===== src/rtl/afr_pkg.sv =====
`timescale 1ns/1ps
package afr_pkg;

   typedef struct packed {
      logic [1:0] op0;
      logic [2:0] op1;
      logic [3:0] crn;
      logic [3:0] crm;
      logic [2:0] op2;
   } afr_enc_t;

   typedef enum logic [2:0] {
      OUT_NONE    = 3'd0,
      OUT_NOMATCH = 3'd1,
      OUT_UNDEF   = 3'd2,
      OUT_TRAP    = 3'd3,
      OUT_REDIR   = 3'd4,
      OUT_OK      = 3'd5
   } afr_outcome_e;

   typedef enum logic [1:0] {
      LVL_0 = 2'd0,
      LVL_1 = 2'd1,
      LVL_2 = 2'd2,
      LVL_3 = 2'd3
   } afr_lvl_e;

   localparam afr_enc_t ENC_HYP = '{op0: 2'b11, op1: 3'b100, crn: 4'b0101, crm: 4'b0001, op2: 3'b001};
   localparam afr_enc_t ENC_LOW = '{op0: 2'b11, op1: 3'b000, crn: 4'b0101, crm: 4'b0001, op2: 3'b001};

   localparam int NUM_COPIES = 2;
   localparam int IDX_LOW    = 0;
   localparam int IDX_HYP    = 1;

endpackage


===== src/rtl/afr_decode.sv =====
`timescale 1ns/1ps
module afr_decode
   import afr_pkg::*;
(
   input  afr_enc_t enc,
   output logic     hit_hyp,
   output logic     hit_low
);

   localparam int NUM_ACC = 2;
   localparam afr_enc_t ACC_TAB [NUM_ACC] = '{ENC_LOW, ENC_HYP};

   logic [NUM_ACC-1:0] hit_vec;

   for (genvar g = 0; g < NUM_ACC; g++) begin : g_match
      assign hit_vec[g] = (enc == ACC_TAB[g]);
   end

   assign hit_low = hit_vec[0];
   assign hit_hyp = hit_vec[1];

endmodule


===== src/rtl/afr_route.sv =====
`timescale 1ns/1ps
module afr_route
   import afr_pkg::*;
(
   input  logic         valid,
   input  logic         write,
   input  logic         hit_hyp,
   input  logic         hit_low,
   input  logic [1:0]   lvl,
   input  logic         el2_en,
   input  logic         host,
   input  logic [2:0]   nv,
   input  logic         trvm,
   input  logic         tvm,
   input  logic         fgt_rd,
   input  logic         fgt_wr,
   input  logic         fgt_en,
   input  logic         has_fgt,
   input  logic         has_el3,
   output afr_outcome_e outcome,
   output logic         sel_hyp
);

   afr_lvl_e lvl_e;
   logic     coarse_hit;
   logic     fine_hit;

   assign lvl_e      = afr_lvl_e'(lvl);
   assign coarse_hit = el2_en & (write ? tvm : trvm);
   assign fine_hit   = el2_en & has_fgt & (~has_el3 | fgt_en) & (write ? fgt_wr : fgt_rd);

   always_comb begin
      outcome = OUT_NONE;
      sel_hyp = 1'b0;
      if (valid) begin
         if (!hit_hyp && !hit_low) begin
            outcome = OUT_NOMATCH;
         end else if (lvl_e == LVL_0) begin
            outcome = OUT_UNDEF;
         end else if (hit_hyp) begin
            if (lvl_e == LVL_1) begin
               outcome = nv[0] ? OUT_TRAP : OUT_UNDEF;
            end else begin
               outcome = OUT_OK;
               sel_hyp = 1'b1;
            end
         end else begin
            unique case (lvl_e)
               LVL_1: begin
                  if (coarse_hit)          outcome = OUT_TRAP;
                  else if (fine_hit)       outcome = OUT_TRAP;
                  else if (nv == 3'b111)   outcome = OUT_REDIR;
                  else                     outcome = OUT_OK;
               end
               LVL_2: begin
                  outcome = OUT_OK;
                  sel_hyp = host;
               end
               default: begin
                  outcome = OUT_OK;
               end
            endcase
         end
      end
   end

endmodule


===== src/rtl/afr_regfile.sv =====
`timescale 1ns/1ps
module afr_regfile #(
   parameter int DATA_W = 64,
   parameter int COPIES = 2
) (
   input  logic                          clk,
   input  logic                          rst_n,
   input  logic [COPIES-1:0]             wr_en,
   input  logic [DATA_W-1:0]             wdata,
   output logic [COPIES-1:0][DATA_W-1:0] q
);

   for (genvar g = 0; g < COPIES; g++) begin : g_copy
      always_ff @(posedge clk) begin
         if (!rst_n)        q[g] <= '0;
         else if (wr_en[g]) q[g] <= wdata;
      end

      AST_HOLD_IDLE: assert property (@(posedge clk) disable iff (!rst_n)
         !wr_en[g] |=> $stable(q[g]));
      AST_WRITE_LANDS: assert property (@(posedge clk) disable iff (!rst_n)
         wr_en[g] |=> (q[g] == $past(wdata)));
   end

endmodule


===== src/rtl/aux_fault_reg_arbiter.sv =====
`timescale 1ns/1ps
module aux_fault_reg_arbiter
   import afr_pkg::*;
#(
   parameter int          DATA_W     = 64,
   parameter int          SYND_W     = 6,
   parameter int          TRAP_CLASS = 24,
   parameter int          OFF_W      = 12,
   parameter int          REDIR_OFF  = 304
) (
   input  logic              clk,
   input  logic              rst_n,
   input  logic              acc_valid,
   input  logic              acc_write,
   input  logic [1:0]        acc_op0,
   input  logic [2:0]        acc_op1,
   input  logic [3:0]        acc_crn,
   input  logic [3:0]        acc_crm,
   input  logic [2:0]        acc_op2,
   input  logic [DATA_W-1:0] acc_wdata,
   input  logic [1:0]        cur_el,
   input  logic              el2_enabled,
   input  logic              host_mode,
   input  logic [2:0]        nv_field,
   input  logic              hcr_trvm,
   input  logic              hcr_tvm,
   input  logic              fgt_rd_trap,
   input  logic              fgt_wr_trap,
   input  logic              scr_fgt_en,
   input  logic              feat_el2,
   input  logic              feat_el3,
   input  logic              feat_fgt,
   output logic              res_nomatch,
   output logic              res_undef,
   output logic              res_trap,
   output logic              res_redirect,
   output logic              res_ok,
   output logic [SYND_W-1:0] res_syndrome,
   output logic [OFF_W-1:0]  res_redir_off,
   output logic [DATA_W-1:0] res_rdata
);

   if (DATA_W < 1) begin : g_bad_data
      $error("DATA_W must be positive");
   end
   if (TRAP_CLASS >= (1 << SYND_W)) begin : g_bad_synd
      $error("TRAP_CLASS does not fit SYND_W");
   end
   if (REDIR_OFF >= (1 << OFF_W)) begin : g_bad_off
      $error("REDIR_OFF does not fit OFF_W");
   end

   localparam logic [SYND_W-1:0] SYND_VAL = SYND_W'(TRAP_CLASS);
   localparam logic [OFF_W-1:0]  OFF_VAL  = OFF_W'(REDIR_OFF);

   afr_enc_t     enc;
   logic         hit_hyp;
   logic         hit_low;
   afr_outcome_e outcome;
   logic         sel_hyp;
   logic [NUM_COPIES-1:0]             wr_en;
   logic [NUM_COPIES-1:0][DATA_W-1:0] q;
   logic         do_write;

   assign enc = '{op0: acc_op0, op1: acc_op1, crn: acc_crn, crm: acc_crm, op2: acc_op2};

   afr_decode u_decode (
      .enc     (enc),
      .hit_hyp (hit_hyp),
      .hit_low (hit_low)
   );

   afr_route u_route (
      .valid   (acc_valid),
      .write   (acc_write),
      .hit_hyp (hit_hyp),
      .hit_low (hit_low),
      .lvl     (cur_el),
      .el2_en  (el2_enabled),
      .host    (host_mode),
      .nv      (nv_field),
      .trvm    (hcr_trvm),
      .tvm     (hcr_tvm),
      .fgt_rd  (fgt_rd_trap),
      .fgt_wr  (fgt_wr_trap),
      .fgt_en  (scr_fgt_en),
      .has_fgt (feat_fgt),
      .has_el3 (feat_el3),
      .outcome (outcome),
      .sel_hyp (sel_hyp)
   );

   assign res_nomatch  = (outcome == OUT_NOMATCH);
   assign res_undef    = (outcome == OUT_UNDEF);
   assign res_trap     = (outcome == OUT_TRAP);
   assign res_redirect = (outcome == OUT_REDIR);
   assign res_ok       = (outcome == OUT_OK);

   assign res_syndrome  = res_trap     ? SYND_VAL : '0;
   assign res_redir_off = res_redirect ? OFF_VAL  : '0;

   assign do_write         = res_ok & acc_write;
   assign wr_en[IDX_HYP]   = do_write & sel_hyp & feat_el2;
   assign wr_en[IDX_LOW]   = do_write & ~sel_hyp;

   afr_regfile #(
      .DATA_W (DATA_W),
      .COPIES (NUM_COPIES)
   ) u_regs (
      .clk   (clk),
      .rst_n (rst_n),
      .wr_en (wr_en),
      .wdata (acc_wdata),
      .q     (q)
   );

   always_comb begin
      res_rdata = '0;
      if (res_ok && !acc_write) begin
         if (sel_hyp) res_rdata = feat_el2 ? q[IDX_HYP] : '0;
         else         res_rdata = q[IDX_LOW];
      end
   end

   AST_ONE_OUTCOME: assert property (@(posedge clk) disable iff (!rst_n)
      acc_valid |-> $onehot({res_nomatch, res_undef, res_trap, res_redirect, res_ok}));
   AST_IDLE_QUIET: assert property (@(posedge clk) disable iff (!rst_n)
      !acc_valid |-> ({res_nomatch, res_undef, res_trap, res_redirect, res_ok} == 5'b0));
   AST_EL0_UNDEF: assert property (@(posedge clk) disable iff (!rst_n)
      (acc_valid && (hit_hyp || hit_low) && cur_el == 2'd0) |-> res_undef);
   AST_EL1_HYP_NV: assert property (@(posedge clk) disable iff (!rst_n)
      (acc_valid && hit_hyp && cur_el == 2'd1) |-> (res_trap == nv_field[0]));
   AST_SYND_QUIET: assert property (@(posedge clk) disable iff (!rst_n)
      !res_trap |-> (res_syndrome == '0));
   AST_NOMATCH_NOWR: assert property (@(posedge clk) disable iff (!rst_n)
      res_nomatch |-> (wr_en == '0));
   AST_ABSENT_HYP_ZERO: assert property (@(posedge clk) disable iff (!rst_n)
      (!feat_el2 && res_ok && sel_hyp) |-> (res_rdata == '0 && !wr_en[IDX_HYP]));

endmodule


===== config.mk =====
export PLATFORM = sky130hd
export DESIGN_NAME = aux_fault_reg_arbiter
export DESIGN_NICKNAME = d
export VERILOG_FILES = /design/src/rtl/afr_pkg.sv /design/src/rtl/afr_decode.sv /design/src/rtl/afr_route.sv /design/src/rtl/afr_regfile.sv /design/src/rtl/aux_fault_reg_arbiter.sv
export SDC_FILE = /design/constraint.sdc
export NUM_CORES = 1
export LEC_CHECK = 0
export BUFFER_PORTS_ARGS = -buffer_cell sky130_fd_sc_hd__buf_2
export CORE_UTILIZATION = 48
export DETAILED_ROUTE_END_ITERATION = 10
export GPL_TIMING_DRIVEN = 0
export MAX_ROUTING_LAYER = met4
export PLACE_DENSITY = 0.77
export SETUP_SLACK_MARGIN = 0.3
export SYNTH_ARGS = -nofsm -noshare
export SYNTH_HDL_FRONTEND = slang
export SYNTH_SLANG_ARGS = --single-unit

===== constraint.sdc =====
create_clock -name clk -period 2.1 [get_ports clk]
set_clock_uncertainty 0.05 [all_clocks]
set_input_delay 0.105 -clock clk [delete_from_list [all_inputs] [get_ports clk]]
set_output_delay 0.105 -clock clk [all_outputs]
set_load 0.1 [all_outputs]

-- Word level (Yosys, flattened, before mapping)
Cells that the tools add are included.
- bits of input ports: 99
- register bits after elaboration: 128
- muxes and demuxes: 23
- reduce and logical (&&, ||, !) cells: 6
- equal/unequal tests: 10
- bitwise gates (word level): 11
- operators with widths (cell ; number):
    $mux 64 ; 3
    $eq 16x16->1 const B ; 2
    $mux 3 ; 8
    $mux 1 ; 10
    $eq 3x3->1 const B ; 3
    $mux 9 ; 1
    $and 1x1->1 ; 8
    $eq 3x2->1 const B ; 2
    $mux 5 ; 1
    $eq 3x1->1 const B ; 1
    $logic_not 1->1 ; 3
    $eq 2x1->1 const B ; 1
    $eq 2x2->1 const B ; 1
    $logic_and 1x1->1 ; 2
    $logic_not 2->1 ; 1
    $not 1->1 ; 2
    $or 1x1->1 ; 1

-- Depth between registers and ports, before layout
Gate-level depths: netlist (run 1).
- word-level depth: 15
- mapped depth: 8

-- Hierarchy
From an unflattened synthesis (run 1), not the netlist that was laid out.
- cell total of the unflattened synthesis: 691
- area total of the unflattened synthesis: 6785.3 µm²
- modules (own cells, without submodules) (module ; area an instance (µm²) ; cells each ; instances):
    afr_regfile ; 4902.2 ; 412 ; 1
    aux_fault_reg_arbiter ; 1650.3 ; 249 ; 1
    afr_route ; 168.9 ; 23 ; 1
    afr_decode ; 63.8 ; 7 ; 1

-- Least setup slack after synthesis (run 1)
OpenSTA, ideal clock, no wires.
- kind: input to output
- start: input port acc_op2[2]
- end: output port res_syndrome[3]
- data required time: 1.945 ns
- buffers on the path: 1
- stages on the path: 5
- data arrival time: 4.997 ns
- setup slack: -3.052 ns
- path through: or4b_1 nor4_2 nand2_1 nor4_1 buf_4
- word-level cells in the longest chain between the ends: 7
- elaborated cells on any way between the ends: 11
- ends and longest elaborated chain (element ; RTL line ; RTL):
    start: declaration ; aux_fault_reg_arbiter.sv:19 ; input logic [2:0] acc_op2,
    $eq 16x16->1 ; afr_decode.sv:16 ; assign hit_vec[g] = (enc == ACC_TAB[g]);
    $mux 3 / $logic_not 1->1 (equally long branches) ; afr_route.sv:40, afr_route.sv:36 ;
    $mux 3 / $logic_and 1x1->1 (equally long branches) ; afr_route.sv:38, afr_route.sv:36 ;
    $mux 3 (*) ; afr_route.sv:36 ; if (!hit_hyp && !hit_low) begin
    $mux 3 (*) ; afr_route.sv:35 ; if (valid) begin
    $eq 3x2->1 (*) ; aux_fault_reg_arbiter.sv:95 ; assign res_trap = (outcome == OUT_TRAP);
    named net res_trap ; aux_fault_reg_arbiter.sv:35 ; output logic res_trap,
    $mux 5 (*) ; aux_fault_reg_arbiter.sv:99 ; assign res_syndrome = res_trap ? SYND_VAL : '0;
    end: declaration ; aux_fault_reg_arbiter.sv:38 ; output logic [SYND_W-1:0] res_syndrome,
The timed path passes the listed nets; every way through them passes the cells marked *.

-- Final worst setup path (run 1)
- start: input port acc_crm[1]
- end: output port res_rdata[43]
- word-level cells in the longest chain between the ends: 8
- elaborated cells on any way between the ends: 17
- ends and longest elaborated chain (element ; RTL line ; RTL):
    start: declaration ; aux_fault_reg_arbiter.sv:18 ; input logic [3:0] acc_crm,
    $eq 16x16->1 ; afr_decode.sv:16 ;
    $mux 3 / $logic_not 1->1 (equally long branches) ; afr_route.sv:40, afr_route.sv:36 ;
    $mux 3 / $logic_and 1x1->1 (equally long branches) ; afr_route.sv:38, afr_route.sv:36 ;
    $mux 3 ; afr_route.sv:36 ;
    $mux 3 ; afr_route.sv:35 ;
    $eq 3x3->1 ; aux_fault_reg_arbiter.sv:97 ; assign res_ok = (outcome == OUT_OK);
    $logic_and 1x1->1 ; aux_fault_reg_arbiter.sv:119 ; if (res_ok && !acc_write) begin
    $mux 64 (*) ; aux_fault_reg_arbiter.sv:119 ;
    end: declaration ; aux_fault_reg_arbiter.sv:40 ; output logic [DATA_W-1:0] res_rdata
Every way passes the cells marked *; elsewhere a longest branch is shown, timed or not.

==> results of run 1 <==
[layer usage]
layer  part of all wire  vias up
li1                   -     3440
met2               0.47      911
met5                  0        -
met3               0.10      405
met4               0.11        0
met1               0.32     4265
[stage by stage]
stage | hold WS, ns | util | setup slack (ns) | instances | cell area [um2]
final | 0.157 | 0.964 | -0.828 | 1358 | 13400
after global routing | 0.152 | 0.964 | -0.915 | 1358 | 13400
after CTS | 0.116 | 0.919 | -0.555 | 1339 | 12800
after detailed placement | 0.320 | 0.658 | -0.896 | 1206 | 9170
after global placement | 0.315 | 0.658 | -0.886 | 1206 | 9170
after floorplan | 0.194 | - | -0.739 | 856 | 8090
[area by class of cell]
type                    instances  share of cell area
clock inverters                10              0.0117
well taps                     180              0.0168
clock buffers                  21              0.0358
repair buffers                291               0.265
multi-input cells             631               0.408
flip-flops and latches        128               0.191
inverters                       3             0.00112
plain buffers                  94              0.0708
[path summary, 6_finish.rpt]
path	endpoint	slack [ns]	start	depth (start not counted)
hold / removal	u_regs.q[85]	0.16	rst_n	2
hold reg to reg	u_regs.q[34]	0.43	u_regs.q[34]	2
setup / recovery	res_rdata[43]	-0.83	acc_crm[1]	9
setup reg to reg	u_regs.q[42]	1.21	u_regs.q[42]	2
[Yosys cell counts (2+ instances only)]
cell      instances  area [um2]
a211oi_1         65         488
a21boi_0          4        30.0
a21boi_2         60         676
and4b_1           2        20.0
buf_2            13        65.1
buf_4            22         165
buf_6            22         248
clkbuf_1         37         139
dfxtp_1         128        2560
inv_1             3        11.3
mux2i_1          66         661
nand2_1         323        1210
nand3_1          65         325
nor2_1            3        11.3
nor2b_1           2        12.5
nor3_1            2        10.0
nor4_1            2        12.5
o21ai_0           2        10.0
or4bb_1           2        22.5
[power groups by stage]
stage	registers, mW	clock network (mW)	logic, mW
after floorplan	2.48	0	0.328
after global placement	2.48	0	0.502
after CTS	2.43	3.22	0.613
after global routing	2.43	3.39	0.732
final	2.43	3.32	0.716
after detailed placement	2.48	0	0.504
[worst register-to-register path, stage by stage (launching register included)]
cell	delay, ns
dfxtp_1	0.36
nand2_1	0.11
mux2i_1	0.26
[logic make-up after synthesis]
group | after synthesis
AOI/OAI and AO/OA | 137
buffers and inverters | 97
DFF | 128
muxes | 66
other | 1
and+or+nand+nor | 415
[repair_timing]
action	in CTS	in global routing
hold endpoints to repair	128	0
buffers inserted	21	15
endpoints found under the setup margin	198	202
hold buffers	64	0
gates resized for setup	428	95
cloned	17	4
pin swaps	33	34
==> flow_summary.yaml, run 1 <==
power:
  leakage_nw: 4.41
  power_mw: 6.46
  p_comb_frac: 0.111
  power.net_switching_mw: 1.69
  pwr-share-seq: 0.376
  clkPwrFrac: 0.514
  powerDensity_nw_per_um2: 481
  internal_power_mw: 4.77
  p_sw_frac: 0.261
  ir_worst_vdd_uv: 625
global_route:
  grt_busiest_layer: "met2"
  grt_pass1_vias: 8476
  grt_use_met3: 0.0918
  grt_overflow: 0
  use_met2: 0.742
  track_usage: 0.430
  met1_usage: 0.453
  grt_antenna_before_repair: 0
  grt_pass1_wl_mm: 46.2
  grt_max_degree: 17
yosys:
  synth_compound_area_frac: 0.182
  yosys.area_share.adder: 0
  synth.area.mux_share: 0.0959
  synth-edff-count: 0
  syn_area_um2: 6890
  synth_ff_type: "dfxtp_1"
  synth.ff_latch_count: 128
  yosysSeqAreaShare: 0.372
  synth_top_family_by_area: "simple AND/OR/NAND/NOR gates"
  syn-instance-count: 844
  synth_simple_gate_area_share: 0.259
  postSynthAreaPerCell_um2: 8.17
  ys_types: 40
  ys.warnings.count: 0
  ys_async_sr_fraction: 0
  synth-xor-area-share: 0
route:
  post_drt_wl_per_cell_um: 29.2
  drtIter0Drc: 1120
  drc: 0
  vias_per_cell: 6.64
  vias: 9021
  drt_pre_antenna_iters: 5
  ant_nets: 0
  wl_mm: 39.6
clocking:
  cts_tree: "done"
  cts_max_path_buffers: 2
  cts_sinks: 128
  h-tree-depth: 4
  cts_buffers: 17
  root_buffer: "clkbuf_16"
  worstSkewPairLatency_ns: 0.44
  clkTransAtPathRegs_ns: 0.06
job:
  cap_viol_max_count: 0
layout:
  regMostFlops: "u_regs.q"
  num_antenna_cells: 0
  layout_commonest_cell: "nand2_1"
  layout_common_cells: "nand2_1, dfxtp_1, buf_12"
  largest_register_ffs: 128
  nets: 1265
  drive_above_1_share: 0.509
  reg_top3: "u_regs.q x128"
  regArea_um2: 2560
  area_growth_pct: 94.9
  multi_input_area_um2: 5480
  fillCellCount: 253
critical_path:
  crit_path_end_kind: "primary output"
  path_cells: "buf_6 > or4b_4 > or4_4 > or2_2 > buf_6 > buf_4 > nand2_1 > a211oi_4 > buf_12"
  cp-start-kind: "input port"
  critPathBufInv: 4
  worst_ep_arrival_time_ns: 2.77
  worstSetupPathType: "input port to primary output"
  crit_top_cell: "buf_6"
  cp_max_fo: 10
  cp_top_family: "simple AND/OR/NAND/NOR gates"
  required_ns: 1.95
  cpMaxStageDelayCell: "or4_4"
  cpPeakStageDelay_ns: 0.62
timing:
  finalMaxSlewViolations: 0
  tightestPinTransition_ns: 1.14
  max_freq_mhz: 341
  rsz0062_at_grt: "yes"
  relSlewSlack: 0.242
  fin_crit_sh: 1.39
  setup_tns_ns: -57.11
  setup_slack_ns: -0.828
  setup_viol: 137
  fin_crit_ns: 2.93
  hold_viol: 0
floorplan:
  core-area_um2: 13900
  pin_count: 186
  die_height_um: 122
  die_area_um2: 14800
  die_x_um: 122
  initial_utilization: 0.495
  num_rows: 43
placement:
  routabilityCongestion: 0.829
  portBuffers: 170
  dpl.hpwl_mm: 13.7
run_status:
  failed_checks: "negative setup slack"
  status: "finished with violations"
worst_hold_path:
  min_path_type: "input port to flop"
Note: power is estimated with default switching activity, not from simulation.
==> run 2, diff against run 1 <==
Settings changed: ABC_CLOCK_PERIOD_IN_PS set to 2100, PLACE_DENSITY 0.77 to not set, PLACE_DENSITY_LB_ADDON set to 0.2, SLEW_MARGIN set to 20.
==> flow_summary.yaml, run 2 (synthesized netlist as in run 1, its figures left out) <==
critical_path:
  cp-start-kind: "input port"
  path_cells: "buf_6 > or4b_4 > nor4_4 > buf_4 > a211o_1 > nand4b_1 > buf_6 > buf_12 > buf_16 > a211oi_4 > buf_12"
  required_ns: 1.95
  cpPeakStageDelay_ns: 0.55
  crit_path_end_kind: "primary output"
  cp_max_fo: 6
  worstSetupPathType: "input port to primary output"
  worst_ep_arrival_time_ns: 2.52
  critPathBufInv: 6
  cp_top_family: "simple AND/OR/NAND/NOR gates"
  cpMaxStageDelayCell: "or4b_4"
timing:
  fin_crit_ns: 2.67
  max_freq_mhz: 374
  fin_crit_sh: 1.27
  hold_ws_ns: 0.120
  relSlewSlack: 0.327
  setup_slack_ns: -0.574
  setup_tns_ns: -35.50
  hold_viol: 0
  tightestPinTransition_ns: 1.01
  finalMaxSlewViolations: 0
  setup_viol: 74
  rsz0062_at_grt: "yes"
layout:
  layout_commonest_cell: "nand2_1"
  final_area_um2: 12600
  num_antenna_cells: 0
  nets: 1240
  layout_common_cells: "nand2_1, dfxtp_1, buf_2"
  reg_top3: "u_regs.q x128"
  area_growth_pct: 82.5
  final_util: 0.903
  drive_above_1_share: 0.464
  regMostFlops: "u_regs.q"
  largest_register_ffs: 128
power:
  powerDensity_nw_per_um2: 476
  p_comb_frac: 0.110
  internal_power_mw: 4.48
  power_mw: 5.99
  pwr-share-seq: 0.406
  clkPwrFrac: 0.484
  leakage_nw: 4.10
  ir_worst_vdd_uv: 734
  power.net_switching_mw: 1.51
  p_sw_frac: 0.251
placement:
  placed_area_um2: 9170
  dpl.hpwl_mm: 13.8
  portBuffers: 170
  routabilityCongestion: 0.817
route:
  drtIter0Drc: 743
  drc: 0
  post_drt_wl_per_cell_um: 21.5
  ant_nets: 0
  drt_pre_antenna_iters: 7
  vias: 7759
  wl_mm: 28.6
  vias_per_cell: 5.82
floorplan:
  pin_count: 186
  die_height_um: 122
  initial_utilization: 0.495
  die_x_um: 122
  die_area_um2: 14800
  core-area_um2: 13900
  num_rows: 43
clocking:
  root_buffer: "clkbuf_16"
  cts_sinks: 128
  cts_buffers: 17
  clkTransAtPathRegs_ns: 0.06
  cts_tree: "done"
  h-tree-depth: 4
  worstSkewPairLatency_ns: 0.43
  cts_max_path_buffers: 2
global_route:
  grt_max_degree: 17
  grt_antenna_before_repair: 0
  track_usage: 0.363
  grt_overflow: 0
  grt_pass1_wl_mm: 39.7
  grt_pass1_vias: 7603
job:
  cap_viol_max_count: 0
run_status:
  status: "finished with violations"
  failed_checks: "negative setup slack"
worst_hold_path:
  min_path_type: "input port to flop"
[run 2: cell types whose count changed in the layout (fill, tap and decap cells not counted), sizes merged]
cell,previous run,this run
buf,280,252
clkinv,3,4
clkbuf,62,71
bufinv,4,1
clkinvlp,4,1
[run 2: routing by layer]
metal | part of all wire | global-route usage | vias to the layer above
met5 | 0 | - | -
met4 | 0.043 | 0.129 | 0
met3 | 0.062 | 0.0637 | 115
met2 | 0.52 | 0.634 | 430
met1 | 0.37 | 0.414 | 3830
li1 | - | - | 3384
[run 2: worst register-to-register path, stage by stage (launching register included)]
cell and delay (ns):
dfxtp_1 0.39, nand2_1 0.09, mux2i_2 0.23
[run 2: layout make-up]
cell class,count,area (um2)
Multi-Input combinational cell,631,5240
Tap cell,180,225
Buffer,94,922
Clock inverter,5,50.0
Timing Repair Buffer,266,3040
Clock buffer,27,523
Fill cell,580,1360
Inverter,3,15.0
Sequential cell,128,2560
[run 2: metrics by stage]
stage | std cells | setup slack [ns]
after floorplan | 856 | -0.739
after global placement | 1206 | -0.869
after detailed placement | 1206 | -0.885
after CTS | 1321 | -0.511
after global routing | 1334 | -0.611
final | 1334 | -0.574
[run 2: final timing paths]
kind / start / to / slack (ns) / depth (start not counted)
max: acc_crm[1] / res_rdata[22] / -0.57 / 11
min: rst_n / u_regs.q[61] / 0.12 / 3
max reg2reg: u_regs.q[12] / u_regs.q[12] / 1.25 / 2
min reg2reg: u_regs.q[34] / u_regs.q[34] / 0.41 / 2
[run 2: power by group through the flow]
stage / clock network, mW / logic (mW) / registers, mW
2_1_floorplan: 0 / 0.328 / 2.48
3_3_place_gp: 0 / 0.505 / 2.48
3_5_place_dp: 0 / 0.509 / 2.48
4_1_cts: 2.88 / 0.610 / 2.43
5_1_grt: 3.02 / 0.687 / 2.43
6_report: 2.90 / 0.658 / 2.43
[run 2: what timing repair did]
| action | 4_1_cts | 5_1_grt |
|---|---|---|
| pin swaps | 55 | 46 |
| hold buffers | 64 | 0 |
| gates resized for setup | 374 | 61 |
| hold endpoints to repair | 128 | 0 |
| setup endpoints to repair | 198 | 201 |
| buffers inserted | 17 | 6 |
| cloned | 2 | 7 |
